==> config.mk <==
export PLATFORM = sky130hd
export DESIGN_NAME = lif_neuron
export DESIGN_NICKNAME = d
export VERILOG_FILES = /design/src/rtl/lif_pkg.sv /design/src/rtl/lif_sat_add.sv /design/src/rtl/lif_cfg_regs.sv /design/src/rtl/lif_accum.sv /design/src/rtl/lif_membrane.sv /design/src/rtl/lif_neuron.sv
export SDC_FILE = /design/constraint.sdc
export NUM_CORES = 1
export LEC_CHECK = 0
export BUFFER_PORTS_ARGS = -buffer_cell sky130_fd_sc_hd__buf_4
export CAP_MARGIN = 0
export CORE_AREA = 2 2 117 119
export DETAILED_ROUTE_END_ITERATION = 10
export DIE_AREA = 0 0 119 121
export PLACE_DENSITY_LB_ADDON = 0.15
export RECOVER_POWER = 100
export SETUP_SLACK_MARGIN = 0.1
export SLEW_MARGIN = 20
export SYNTH_ARGS = -nofsm -noshare
export SYNTH_HDL_FRONTEND = slang
export SYNTH_HIERARCHICAL = 1
export SYNTH_SLANG_ARGS = --single-unit
export TNS_END_PERCENT = 10
==> constraint.sdc <==
create_clock -name clk -period 8.7 [get_ports clk]
set_input_delay 0.435 -clock clk [delete_from_list [all_inputs] [get_ports clk]]
set_output_delay 0.435 -clock clk [all_outputs]
set_load 0.02 [all_outputs]
==> src/rtl/lif_pkg.sv <==
package lif_pkg;

    typedef enum logic [0:0] {
        S_CFG = 1'b0,
        S_RUN = 1'b1
    } lif_state_e;

    typedef enum logic [2:0] {
        SEL_LEAK = 3'd0,
        SEL_THR  = 3'd1,
        SEL_W0   = 3'd2,
        SEL_W1   = 3'd3,
        SEL_W2   = 3'd4
    } lif_sel_e;

    localparam int NTYPES   = 3;
    localparam int TYPE_BAD = 3;

endpackage

==> src/rtl/lif_sat_add.sv <==
module lif_sat_add #(
    parameter int W = 16
) (
    input  logic signed [W-1:0] a,
    input  logic signed [W-1:0] b,
    output logic signed [W-1:0] y
);
    localparam logic signed [W-1:0] MAXV = {1'b0, {(W-1){1'b1}}};
    localparam logic signed [W-1:0] MINV = {1'b1, {(W-1){1'b0}}};

    logic signed [W:0] wide;

    always_comb begin
        wide = {a[W-1], a} + {b[W-1], b};
        if (wide[W] != wide[W-1]) begin
            y = wide[W] ? MINV : MAXV;
        end else begin
            y = wide[W-1:0];
        end
    end
endmodule

==> src/rtl/lif_cfg_regs.sv <==
module lif_cfg_regs
    import lif_pkg::*;
#(
    parameter int PW = 8
) (
    input  logic                   clk,
    input  logic                   rst_n,
    input  logic                   wr_en,
    input  logic [2:0]             sel,
    input  logic [PW-1:0]          data,
    output logic [PW-1:0]          leak,
    output logic [PW-1:0]          thr,
    output logic [NTYPES*PW-1:0]   wt_flat
);
    logic [PW-1:0] leak_q, thr_q;

    always_ff @(posedge clk or negedge rst_n) begin
        if (!rst_n) begin
            leak_q <= '0;
            thr_q  <= '0;
        end else if (wr_en) begin
            if (sel == SEL_LEAK) leak_q <= data;
            if (sel == SEL_THR)  thr_q  <= data;
        end
    end

    for (genvar g = 0; g < NTYPES; g++) begin : g_wt
        logic [PW-1:0] w_q;
        always_ff @(posedge clk or negedge rst_n) begin
            if (!rst_n) begin
                w_q <= '0;
            end else if (wr_en && (sel == 3'(int'(SEL_W0) + g))) begin
                w_q <= data;
            end
        end
        assign wt_flat[g*PW +: PW] = w_q;
    end

    assign leak = leak_q;
    assign thr  = thr_q;
endmodule

==> src/rtl/lif_accum.sv <==
module lif_accum
    import lif_pkg::*;
#(
    parameter int PW = 8,
    parameter int DW = 16
) (
    input  logic                   clk,
    input  logic                   rst_n,
    input  logic                   clr,
    input  logic                   run,
    input  logic                   tick,
    input  logic                   ev_valid,
    input  logic [1:0]             ev_type,
    input  logic [NTYPES*PW-1:0]   wt_flat,
    output logic signed [DW-1:0]   acc
);
    logic [PW-1:0]        wt [NTYPES];
    logic [PW-1:0]        w_sel;
    logic                 add_en;
    logic signed [DW-1:0] addend, base, acc_n, acc_q;

    for (genvar g = 0; g < NTYPES; g++) begin : g_unpack
        assign wt[g] = wt_flat[g*PW +: PW];
    end

    always_comb begin
        w_sel = '0;
        case (ev_type)
            2'd0:    w_sel = wt[0];
            2'd1:    w_sel = wt[1];
            2'd2:    w_sel = wt[2];
            default: w_sel = '0;
        endcase
    end

    assign add_en = ev_valid && (ev_type != 2'(TYPE_BAD));
    assign addend = add_en ? {{(DW-PW){w_sel[PW-1]}}, w_sel} : '0;
    assign base   = tick ? '0 : acc_q;

    lif_sat_add #(.W(DW)) u_add (.a(base), .b(addend), .y(acc_n));

    always_ff @(posedge clk or negedge rst_n) begin
        if (!rst_n)   acc_q <= '0;
        else if (clr) acc_q <= '0;
        else if (run) acc_q <= acc_n;
    end

    assign acc = acc_q;

    // an illegal type leaves the sum alone
    a_r3_bad_type_ignored: assert property (@(posedge clk) disable iff (!rst_n)
        (run && !clr && ev_valid && ev_type == 2'd3 && !tick) |=> $stable(acc_q));

    // a tick with no event empties the accumulator
    a_r7_tick_clears: assert property (@(posedge clk) disable iff (!rst_n)
        (run && !clr && tick && !ev_valid) |=> (acc_q == '0));
endmodule

==> src/rtl/lif_membrane.sv <==
module lif_membrane #(
    parameter int PW = 8,
    parameter int DW = 16
) (
    input  logic                   clk,
    input  logic                   rst_n,
    input  logic                   clr,
    input  logic                   run,
    input  logic                   tick,
    input  logic signed [DW-1:0]   acc,
    input  logic [PW-1:0]          leak,
    input  logic [PW-1:0]          thr,
    output logic signed [DW-1:0]   v,
    output logic                   spike
);
    logic signed [DW-1:0] v_q, sum1, cand, neg_leak, thr_ext;
    logic                 spike_q, fire;

    assign neg_leak = -{{(DW-PW){leak[PW-1]}}, leak};
    assign thr_ext  = {{(DW-PW){thr[PW-1]}}, thr};

    lif_sat_add #(.W(DW)) u_integ (.a(v_q),  .b(acc),      .y(sum1));
    lif_sat_add #(.W(DW)) u_leak  (.a(sum1), .b(neg_leak), .y(cand));

    assign fire = (cand > thr_ext);

    always_ff @(posedge clk or negedge rst_n) begin
        if (!rst_n) begin
            v_q     <= '0;
            spike_q <= 1'b0;
        end else if (clr) begin
            v_q     <= '0;
            spike_q <= 1'b0;
        end else if (run && tick) begin
            spike_q <= fire;
            if (fire || cand < 0) v_q <= '0;
            else                  v_q <= cand;
        end else begin
            spike_q <= 1'b0;
        end
    end

    assign v     = v_q;
    assign spike = spike_q;

    // the membrane is never negative
    a_r6_nonnegative: assert property (@(posedge clk) disable iff (!rst_n)
        !v_q[DW-1]);

    // firing leaves the membrane at zero
    a_r5_reset_on_spike: assert property (@(posedge clk) disable iff (!rst_n)
        spike_q |-> (v_q == '0));

    // a spike only follows a processed tick
    a_r5_spike_after_tick: assert property (@(posedge clk) disable iff (!rst_n)
        spike_q |-> $past(run && tick && !clr));
endmodule

==> src/rtl/lif_neuron.sv <==
module lif_neuron
    import lif_pkg::*;
#(
    parameter int PW = 8,
    parameter int DW = 16
) (
    input  logic          clk,
    input  logic          rst_n,
    input  logic          cfg_en,
    input  logic          cfg_we,
    input  logic [2:0]    cfg_sel,
    input  logic [PW-1:0] cfg_data,
    input  logic          ev_valid,
    input  logic [1:0]    ev_type,
    input  logic          tick,
    output logic          spike_o,
    output logic [DW-1:0] membrane_o
);
    lif_state_e state_q, state_n;
    logic       clr, run;

    logic [PW-1:0]        leak_w, thr_w;
    logic [NTYPES*PW-1:0] wt_w;
    logic signed [DW-1:0] acc_w, v_w;

    // state register
    always_ff @(posedge clk or negedge rst_n) begin
        if (!rst_n) state_q <= S_CFG;
        else        state_q <= state_n;
    end

    // next state: T_START leaves S_CFG, T_RECONF returns to it
    always_comb begin
        state_n = state_q;
        unique case (state_q)
            S_CFG: if (!cfg_en) state_n = S_RUN;
            S_RUN: if (cfg_en)  state_n = S_CFG;
        endcase
    end

    // outputs of the state machine
    always_comb begin
        clr = 1'b0;
        run = 1'b0;
        unique case (state_q)
            S_CFG: clr = 1'b1;
            S_RUN: run = !cfg_en;
        endcase
    end

    lif_cfg_regs #(.PW(PW)) u_cfg (
        .clk(clk), .rst_n(rst_n), .wr_en(cfg_en && cfg_we),
        .sel(cfg_sel), .data(cfg_data),
        .leak(leak_w), .thr(thr_w), .wt_flat(wt_w)
    );

    lif_accum #(.PW(PW), .DW(DW)) u_acc (
        .clk(clk), .rst_n(rst_n), .clr(clr), .run(run), .tick(tick),
        .ev_valid(ev_valid), .ev_type(ev_type), .wt_flat(wt_w), .acc(acc_w)
    );

    lif_membrane #(.PW(PW), .DW(DW)) u_mem (
        .clk(clk), .rst_n(rst_n), .clr(clr), .run(run), .tick(tick),
        .acc(acc_w), .leak(leak_w), .thr(thr_w), .v(v_w), .spike(spike_o)
    );

    assign membrane_o = v_w;

    // configuration state keeps the neuron quiet
    a_r9_cfg_quiet: assert property (@(posedge clk) disable iff (!rst_n)
        (state_q == S_CFG) |=> (membrane_o == '0 && !spike_o));

    // parameters move only with cfg_en high
    a_r2_cfg_gated: assert property (@(posedge clk) disable iff (!rst_n)
        !cfg_en |=> ($stable(leak_w) && $stable(thr_w) && $stable(wt_w)));
endmodule

==> flow_metrics.tcl, run 1 <==
set metrics [dict create \
    cts_resized 0 \
    grt_pass1_wl_mm 35.4 \
    fmax_mhz 126 \
    r2r.worst_path.cells 26 \
    layout_commonest_cell "dfrtp_1" \
    worstPathArrival_ns 8.19 \
    worst-path-max-fanout 34 \
    r2r-start "u_mem/v[0]" \
    critPathMaxStageDelay_ns 0.97 \
    finalNonFillerCells 1102 \
    area_growth_pct 5.20 \
    root_buffer "clkbuf_16" \
    syn_avg_cell_area_um2 8.87 \
    grt_pass1_vias 6949 \
    synth_nets 1010 \
    hold_depth 2 \
    tightest_slew_ns 3.93 \
    slowest_stage "ha_1" \
    core_um2 13100 \
    fin_util_pct 65.7 \
    die_area_um2 14400 \
    clk_latency_ns 0.34 \
    synth_ff_type "dfrtp_1" \
    ir_worst_vdd_uv 187 \
    max-slew-margin-rel_pct -162 \
    nets 1009 \
    yosysWarnings 6 \
    path_buf_inv 3 \
    reg2reg_to "u_mem/spike" \
    dpl.hpwl_mm 16.2 \
    port_buffers 35 \
    synth-edff-count 0 \
    dp_slack_ns 1.07 \
    start_util_pct 62.5 \
    critPathLaunchType "flop" \
    grt_max_degree 75 \
    p_total_mw 1.69 \
    setup_viol 0 \
    violations "max-capacitance violations, max-slew violations" \
    clkTransAtPathRegs_ns 0.06 \
    fp.dieW_um 119 \
    htree_levels 3 \
    multi_input_area_um2 5820 \
    remaining_drc_errors 0 \
    p_leak_nw 3.58 \
    drv_slew 84 \
    seq_area_um2 1850 \
    clock_skew_ns 0.00923 \
    post_cts_buffers 0 \
    initialDrtViolationCount 703 \
    n_antenna_cell 0 \
    avgRoutedWirePerCell_um 19.7 \
    grt_overflow 0 \
    avgViaCountPerCell 6.65 \
    clk_path_buf_depth 2 \
    first_pass_iters 5 \
    min_to "state_q" \
    period_share_pct 91.5 \
    fin_ws_ns 0.743 \
    worst_hold_path_type "in2reg" \
    clock-sinks 74 \
    gp_congestion 0.962 \
    cp_top_family "compound AO/OA/AOI/OAI gates" \
    pin_count 36 \
    antenna_found_initial 0 \
    yosysSeqAreaShare_pct 22.6 \
    die_h_um 121 \
    drive_above_1_share_pct 12.9 \
    final_cell_mix "dfrtp_1, ha_1, a21oi_1, nor2_1, nand2_1" \
    rows 42 \
    rsz0062_at_grt "false" \
    period_needed_ns 7.96 \
    ys_async_sr_fraction_pct 100 \
    final_antenna_net_count 0 \
    fillers 1085 \
    ys_ff_latch 74 \
    syn-instance-count 922 \
    status "finished with violations" \
    syn_area_um2 8180 \
    cts_buffers 9 \
    endpoint_kind "flop" \
    powerDensity_nw_per_um2 197 \
    crit_type "reg2reg" \
    max_cap_violations 2 \
    placed_cells 1085 \
    grt_use_total_pct 30.6 \
    ctsHoldBuffers 0 \
    hold_viol_final 0 \
    cp_data_required_time_ns 8.93 \
    cts_tree "done" \
    fin_setup_tns_ns 0 \
    postRouteWirelength_mm 21.7 \
    hp-start "cfg_en" \
    vias 7325 \
    synth_cell_types 82 \
    reg2reg_slack_ns 0.74 \
]
## how the worst max path moves through the flow
| stage | from | slack [ns] | end | cells after the start |
|---|---|---|---|---|
| 5_1_grt | u_mem/v[0] | 0.36 | u_mem/spike | 26 |
| 3_5_place_dp | u_mem/v[0] | 1.07 | u_mem/spike | 25 |
| 6_report | u_mem/v[0] | 0.74 | u_mem/spike | 26 |
| 4_1_cts | u_mem/v[0] | 1.01 | u_mem/spike | 25 |
| 2_1_floorplan | u_mem/v[0] | 2.45 | u_mem/spike | 28 |
| 3_3_place_gp | u_mem/v[0] | 1.42 | u_mem/spike | 25 |
## synthesized netlist by cell type, types with 4 or more instances
cell | n | area share [%]
maj3_1 | 34 | 4.2
mux2_2 | 42 | 5.8
nor2b_1 | 30 | 2.3
buf_2 | 15 | 0.92
ha_1 | 66 | 10
nor3_1 | 9 | 0.55
or3_1 | 5 | 0.38
or4_1 | 16 | 1.5
a21o_1 | 14 | 1.3
nand4_1 | 6 | 0.46
nor3_2 | 5 | 0.61
a221o_1 | 4 | 0.49
dfrtp_1 | 74 | 23
nor2_1 | 53 | 2.4
o21ai_0 | 40 | 2.4
nand3_1 | 42 | 2.6
a211oi_1 | 11 | 1.0
nand2_1 | 51 | 2.3
and2_1 | 9 | 0.69
a31oi_1 | 4 | 0.31
o32a_1 | 6 | 0.73
mux2i_1 | 38 | 4.7
a21oi_1 | 61 | 3.7
o22ai_1 | 4 | 0.31
o2111ai_1 | 5 | 0.54
and3_1 | 4 | 0.31
nand2b_1 | 5 | 0.38
o211ai_1 | 12 | 1.1
clkbuf_1 | 28 | 1.3
inv_1 | 41 | 1.9
o311ai_0 | 15 | 1.6
o21ai_1 | 11 | 0.67
a32oi_1 | 16 | 1.7
o21bai_1 | 7 | 0.64
xor2_1 | 19 | 2.0
nand3b_1 | 8 | 0.73
buf_6 | 6 | 0.83
a211o_1 | 4 | 0.43
maj3_2 | 10 | 1.4
xnor2_1 | 19 | 2.0
## final cells by class
class / instances / share of cell area (%)
clock buffers: 9 / 2.62
clock inverters: 7 / 0.989
inverters: 41 / 1.79
multi-input cells: 750 / 67.6
flip-flops and latches: 74 / 21.5
well taps: 176 / 2.56
repair buffers: 45 / 2.88
## flip-flops by register name (all words and copies together), names as in the netlist
register        count
u_cfg/g_wt.w_q     24
u_cfg/leak          8
u_mem/spike         1
u_cfg/thr           8
u_acc/acc          16
u_mem/v            16
state_q             1
## worst reg2reg max path, cell delays in order, from the launching register on
cell and delay, ns:
dfrtp_1 0.39, ha_1 0.23, inv_1 0.07, fa_1 0.39, nand2b_1 0.19, a21oi_1 0.30
o211a_4 0.25, o211ai_4 0.09, and2_4 0.21, maj3_1 0.37, a21boi_0 0.19, ha_1 0.23
inv_1 0.07, fa_1 0.41, nor2b_1 0.19, o31ai_1 0.12, a21oi_1 0.23, o2111ai_1 0.12
and3_1 0.33, mux2i_4 0.34, inv_1 0.16, ha_1 0.97, nand4_1 0.40, nor2_1 0.24
a221o_1 0.78, o31ai_1 0.20, a2111oi_2 0.35
## stage by stage
stage,instance area (µm²),hold WS (ns)
floorplan,8180,0.139
global placement,8420,0.487
detailed placement,8420,0.494
CTS,8730,0.237
global route,8600,0.276
finish,8600,0.271
## power breakdown
group          total, mW  internal [mW]  switching, mW
combinational      0.866          0.344          0.523
sequential         0.440          0.395         0.0444
clock              0.387          0.228          0.160
## cells by family (layout without fill, tap and decap cells)
| logic type | after synthesis | count (layout) | synth area share (%) |
|---|---|---|---|
| and+or+nand+nor | 270 | 270 | 18.5 |
| muxes | 81 | 81 | 10.7 |
| buffers and inverters | 98 | 102 | 5.86 |
| DFF | 74 | 74 | 22.6 |
| xor gates and xnor gates | 39 | 39 | 4.41 |
| AOI/OAI and AO/OA | 247 | 247 | 21.5 |
| adders and majority gates | 113 | 113 | 16.4 |
## per-layer routing
metal	part of all wire, %	track usage, %
met5	0	0
met4	2.6	10.3
met3	6.3	4.75
met2	47	50.4
met1	45	41.3
(Power assumes the default switching activity.)
==> inputs of run 2 (changes only) <==
--- a/config.mk
+++ b/config.mk
@@ -10,6 +10,7 @@
 export CORE_AREA = 2 2 117 119
 export DETAILED_ROUTE_END_ITERATION = 10
 export DIE_AREA = 0 0 119 121
+export MAX_ROUTING_LAYER = met4
 export PLACE_DENSITY_LB_ADDON = 0.15
 export RECOVER_POWER = 100
 export SETUP_SLACK_MARGIN = 0.1
==> run 2 against run 1 <==
The run still ends with max-capacitance violations, max-slew violations left. Critical path depth unchanged. First-iteration DRC count decreased by 2.7%. Hold slack got worse by 0.0036 ns. Largest cell class unchanged. Register-to-register slack improved by 0.097 ns. Design area about the same. Critical path type unchanged. Die area unchanged. Highest routed layer unchanged. Non-clock buffer count unchanged. Clock skew decreased by 0.0039 ns. Final cell count unchanged. Clock power about the same. Critical endpoint is now u_mem/v[0]. Combinational power about the same.
==> flow_metrics.tcl, run 2 (synthesis gave the netlist of run 1 again) <==
set metrics [dict create \
    nets 1009 \
    remaining_drc_errors 0 \
    critPathMaxStageDelay_ns 0.96 \
    initialDrtViolationCount 684 \
    ir_worst_vdd_uv 166 \
    final_cell_mix "dfrtp_1, ha_1, a21oi_1, nor2_1, nand2_1" \
    tightest_slew_ns 3.92 \
    fillers 1123 \
    cts_resized 0 \
    critPathLaunchType "flop" \
    rsz0062_at_grt "false" \
    slowest_stage "ha_1" \
    avgRoutedWirePerCell_um 19.9 \
    period_needed_ns 7.86 \
    clk_path_buf_depth 2 \
    cp_data_required_time_ns 8.97 \
    fp.dieW_um 119 \
    n_antenna_cell 0 \
    crit_type "reg2reg" \
    worstPathArrival_ns 8.13 \
    max-slew-margin-rel_pct -162 \
    cts_buffers 9 \
    start_util_pct 62.5 \
    layout_commonest_cell "dfrtp_1" \
    status "finished with violations" \
    dpl.hpwl_mm 16.5 \
    post_cts_buffers 0 \
    clock_skew_ns 0.00537 \
    area_growth_pct 5.14 \
    endpoint_kind "flop" \
    grt_overflow 0 \
    clkTransAtPathRegs_ns 0.06 \
    clock-sinks 74 \
    die_h_um 121 \
    hold_viol_final 0 \
    worst-path-max-fanout 34 \
    rows 42 \
    fin_setup_tns_ns 0 \
    violations "max-capacitance violations, max-slew violations" \
    first_pass_iters 5 \
    gp_congestion 0.966 \
    powerDensity_nw_per_um2 197 \
    grt_pass1_wl_mm 34.9 \
    vias 7332 \
    port_buffers 35 \
    cts_tree "done" \
    avgViaCountPerCell 6.65 \
    period_share_pct 90.3 \
    ctsHoldBuffers 0 \
    final_antenna_net_count 0 \
    core_um2 13100 \
    setup_viol 0 \
    regMostFlops "u_cfg/g_wt.w_q" \
    grt_max_degree 75 \
    max_cap_violations 2 \
    worst_hold_path_type "in2reg" \
    drv_slew 84 \
    antenna_found_initial 0 \
    pin_count 36 \
    fmax_mhz 127 \
    clk_latency_ns 0.34 \
    postRouteWirelength_mm 22.0 \
    die_area_um2 14400 \
    drive_above_1_share_pct 12.9 \
    grt_pass1_vias 6872 \
    root_buffer "clkbuf_16" \
    grt_use_total_pct 31.3 \
    p_total_mw 1.69 \
    htree_levels 3 \
    largest_reg_flops 24 \
    p_leak_nw 3.56 \
]
run 2: cell count changes in the layout (fill, tap and decap cells not counted), sizes merged:
cell	change
clkinv	-3
clkinvlp	+2
clkbuf	+2
buf	-2
inv	+1
run 2: critical path, delay by kind of cell, from the launching register on:
kind                       cells  cell delay (ns)
AOI/OAI and AO/OA              8             1.42
adders and majority gates      6             2.61
buffers and inverters          4             0.72
DFF                            1             0.41
muxes                          1             0.33
and+or+nand+nor                7             2.28
run 2: per-layer routing:
layer,global-route usage [%],routed length (µm),up-vias
met5,-,0,-
met4,11.4,562,0
met3,4.51,1350,41
met2,49.6,10300,288
met1,41.0,9760,3547
li1,-,-,3456
run 2: layout make-up:
cell class / count / area (µm²) / share of cell area (%)
inverters: 41 / 154 / 1.79
repair buffers: 45 / 240 / 2.79
well taps: 176 / 220 / 2.56
clock buffers: 9 / 225 / 2.62
multi-input cells: 750 / 5820 / 67.7
clock inverters: 7 / 82.6 / 0.960
flip-flops and latches: 74 / 1850 / 21.5
run 2: worst paths after layout:
kind | from | to | slack, ns | depth (start not counted)
max | u_mem/v[0] | u_mem/v[0] | 0.84 | 26
min | cfg_en | state_q | 0.27 | 2
max reg2reg | u_mem/v[0] | u_mem/v[0] | 0.84 | 26
min reg2reg | u_cfg/g_wt[2].w_q[7] | u_cfg/g_wt[2].w_q[7] | 0.51 | 1
max in group asynchronous | rst_n | u_cfg/thr[4] | 5.02 | 1
min in group asynchronous | rst_n | u_mem/v[15] | 1.45 | 1
run 2: per-stage QoR:
stage	hold slack [ns]	setup slack, ns	area, µm²	std cells	util [%]
floorplan	0.139	2.45	8180	922	-
global placement	0.487	1.57	8430	1086	64.4
detailed placement	0.496	1.22	8430	1086	64.4
CTS	0.235	1.21	8740	1102	66.8
global route	0.289	0.304	8600	1102	65.7
finish	0.268	0.840	8600	1102	65.7
run 2: where the power goes:
part	switching, mW	internal [mW]	total [mW]	leakage [nW]
Clock	0.158	0.227	0.385	0.145
Combinational	0.520	0.346	0.866	2.46
Sequential	0.0441	0.396	0.440	0.961
==> inputs of run 3 (changes only) <==
--- a/config.mk
+++ b/config.mk
@@ -12,7 +12,7 @@
 export DIE_AREA = 0 0 119 121
 export MAX_ROUTING_LAYER = met4
 export PLACE_DENSITY_LB_ADDON = 0.15
-export RECOVER_POWER = 100
+export RECOVER_POWER = 50
 export SETUP_SLACK_MARGIN = 0.1
 export SLEW_MARGIN = 20
 export SYNTH_ARGS = -nofsm -noshare
==> run 3 against run 2 <==
The flow still finishes with violations (max-capacitance violations, max-slew violations). Largest power group unchanged. Sequential power is essentially flat. Worst setup slack gained 0.29 ns. Highest routed layer unchanged. Design area grew 1.5%. Clock skew shrank 0.00090 ns. Final cell count is the same.
==> flow_metrics.tcl, run 3 (synthesis gave the netlist of run 1 again) <==
set metrics [dict create \
    status "finished with violations" \
    violations "max-capacitance violations, max-slew violations" \
    dpl.hpwl_mm 16.5 \
    cts_tree "done" \
    layout_commonest_cell "dfrtp_1" \
    cts_resized 0 \
    worst_hold_path_type "in2reg" \
    p_seq_share_pct 25.9 \
    combPwrFrac_pct 51.5 \
    internal-power_uw 975 \
    p_sw_uw 725 \
    clock_skew_ns 0.00447 \
    place_area_um2 8430 \
    root_buffer "clkbuf_16" \
    remaining_drc_errors 0 \
    pin_count 36 \
    cts_buffers 9 \
    fp.dieW_um 119 \
    critPathLaunchType "flop" \
    antenna_found_initial 0 \
    clock-sinks 74 \
    hold_viol_final 0 \
    vias 7326 \
    die_h_um 121 \
    core_um2 13100 \
    start_util_pct 62.5 \
    ctsHoldBuffers 0 \
    fin_setup_tns_ns 0 \
    p_clk_share_pct 22.6 \
    cp_data_required_time_ns 8.93 \
    tightest_slew_ns 3.92 \
    rows 42 \
    grt_overflow 0 \
    finalInstanceArea_um2 8720 \
    grt_pass1_vias 6872 \
    regMostFlops "u_cfg/g_wt.w_q" \
    fmax_mhz 132 \
    final_antenna_net_count 0 \
    grt_pass1_wl_mm 34.9 \
    die_area_um2 14400 \
    final_cell_mix "dfrtp_1, ha_1, a21oi_1, nor2_1, nand2_1" \
    nets 1009 \
    gp_congestion 0.966 \
    first_pass_iters 5 \
    clk_latency_ns 0.34 \
    max-slew-margin-rel_pct -161 \
    htree_levels 3 \
    grt_use_total_pct 31.3 \
    initialDrtViolationCount 609 \
    ir_worst_vdd_uv 166 \
    rsz0062_at_grt "false" \
    period_share_pct 87.1 \
    worst-path-max-fanout 34 \
    avgViaCountPerCell 6.65 \
    n_antenna_cell 0 \
    p_leak_nw 3.68 \
    avgRoutedWirePerCell_um 19.9 \
    max_cap_violations 1 \
    port_buffers 35 \
    period_needed_ns 7.57 \
    clkTransAtPathRegs_ns 0.06 \
    postRouteWirelength_mm 21.9 \
    largest_reg_flops 24 \
    worstPathArrival_ns 7.80 \
    crit_type "reg2reg" \
    drv_slew 75 \
    post_cts_buffers 0 \
    drive_above_1_share_pct 16.4 \
    setup_viol 0 \
    grt_max_degree 75 \
    endpoint_kind "flop" \
    powerDensity_nw_per_um2 195 \
    area_growth_pct 6.69 \
    netSwitchingFraction_pct 42.7 \
    clk_path_buf_depth 2 \
]
run 3: final timing paths:
path                                      start              endpoint  slack, ns  cells past startpoint
max reg2reg                          u_mem/v[0]           u_mem/spike       1.13                     26
min reg2reg                u_cfg/g_wt[2].w_q[1]  u_cfg/g_wt[2].w_q[1]       0.51                      1
max in group asynchronous                 rst_n           u_mem/v[11]       5.02                      1
min in group asynchronous                 rst_n           u_mem/v[15]       1.45                      1
min                                      cfg_en               state_q       0.27                      2
max                                  u_mem/v[0]           u_mem/spike       1.13                     26
run 3: metal layers:
metal | track usage (%) | wire [µm] | part of all wire [%]
met5 | - | 0 | 0
met4 | 11.4 | 603 | 2.7
met3 | 4.51 | 1440 | 6.6
met2 | 49.6 | 10300 | 47
met1 | 41.0 | 9600 | 44
run 3: area by class of cell:
class / count / area, µm²
Sequential cell: 74 / 1850
Fill cell: 1080 / 4360
Clock inverter: 7 / 82.6
Timing Repair Buffer: 45 / 327
Inverter: 41 / 154
Tap cell: 176 / 220
Multi-Input combinational cell: 750 / 5860
Clock buffer: 9 / 225
run 3: power groups by stage:
stage          logic, mW  clock network (mW)  registers (mW)
2_1_floorplan      0.659                   0           0.432
3_3_place_gp       0.822                   0           0.441
3_5_place_dp       0.853                   0           0.444
4_1_cts            0.862               0.392           0.439
5_1_grt            0.957               0.407           0.447
6_report           0.875               0.385           0.440
run 3: worst max-delay path: stages (launching register included):
cell,delay [ns]
dfrtp_1,0.41
ha_1,0.22
inv_1,0.07
fa_1,0.39
nand2b_1,0.21
a21oi_2,0.22
o211a_4,0.22
o211ai_4,0.09
and2_4,0.21
maj3_1,0.36
a21boi_1,0.17
ha_1,0.23
inv_1,0.06
fa_1,0.44
nor2b_4,0.15
o31ai_2,0.08
a21oi_2,0.19
o2111ai_1,0.12
and3_1,0.33
mux2i_4,0.33
inv_1,0.15
ha_1,0.96
nand4_2,0.31
a2111oi_4,0.76
buf_4,0.31
o31ai_1,0.10
a2111oi_2,0.34
run 3: stage by stage:
| step | utilization [%] | power (mW) | hold WS [ns] | setup slack [ns] | cells |
|---|---|---|---|---|---|
| after floorplan | - | 1.09 | 0.139 | 2.45 | 922 |
| after global placement | 64.4 | 1.26 | 0.487 | 1.57 | 1086 |
| after detailed placement | 64.4 | 1.30 | 0.496 | 1.22 | 1086 |
| after CTS | 66.8 | 1.69 | 0.235 | 1.21 | 1102 |
| after global routing | 66.7 | 1.81 | 0.289 | 0.605 | 1102 |
| final | 66.7 | 1.70 | 0.266 | 1.13 | 1102 |
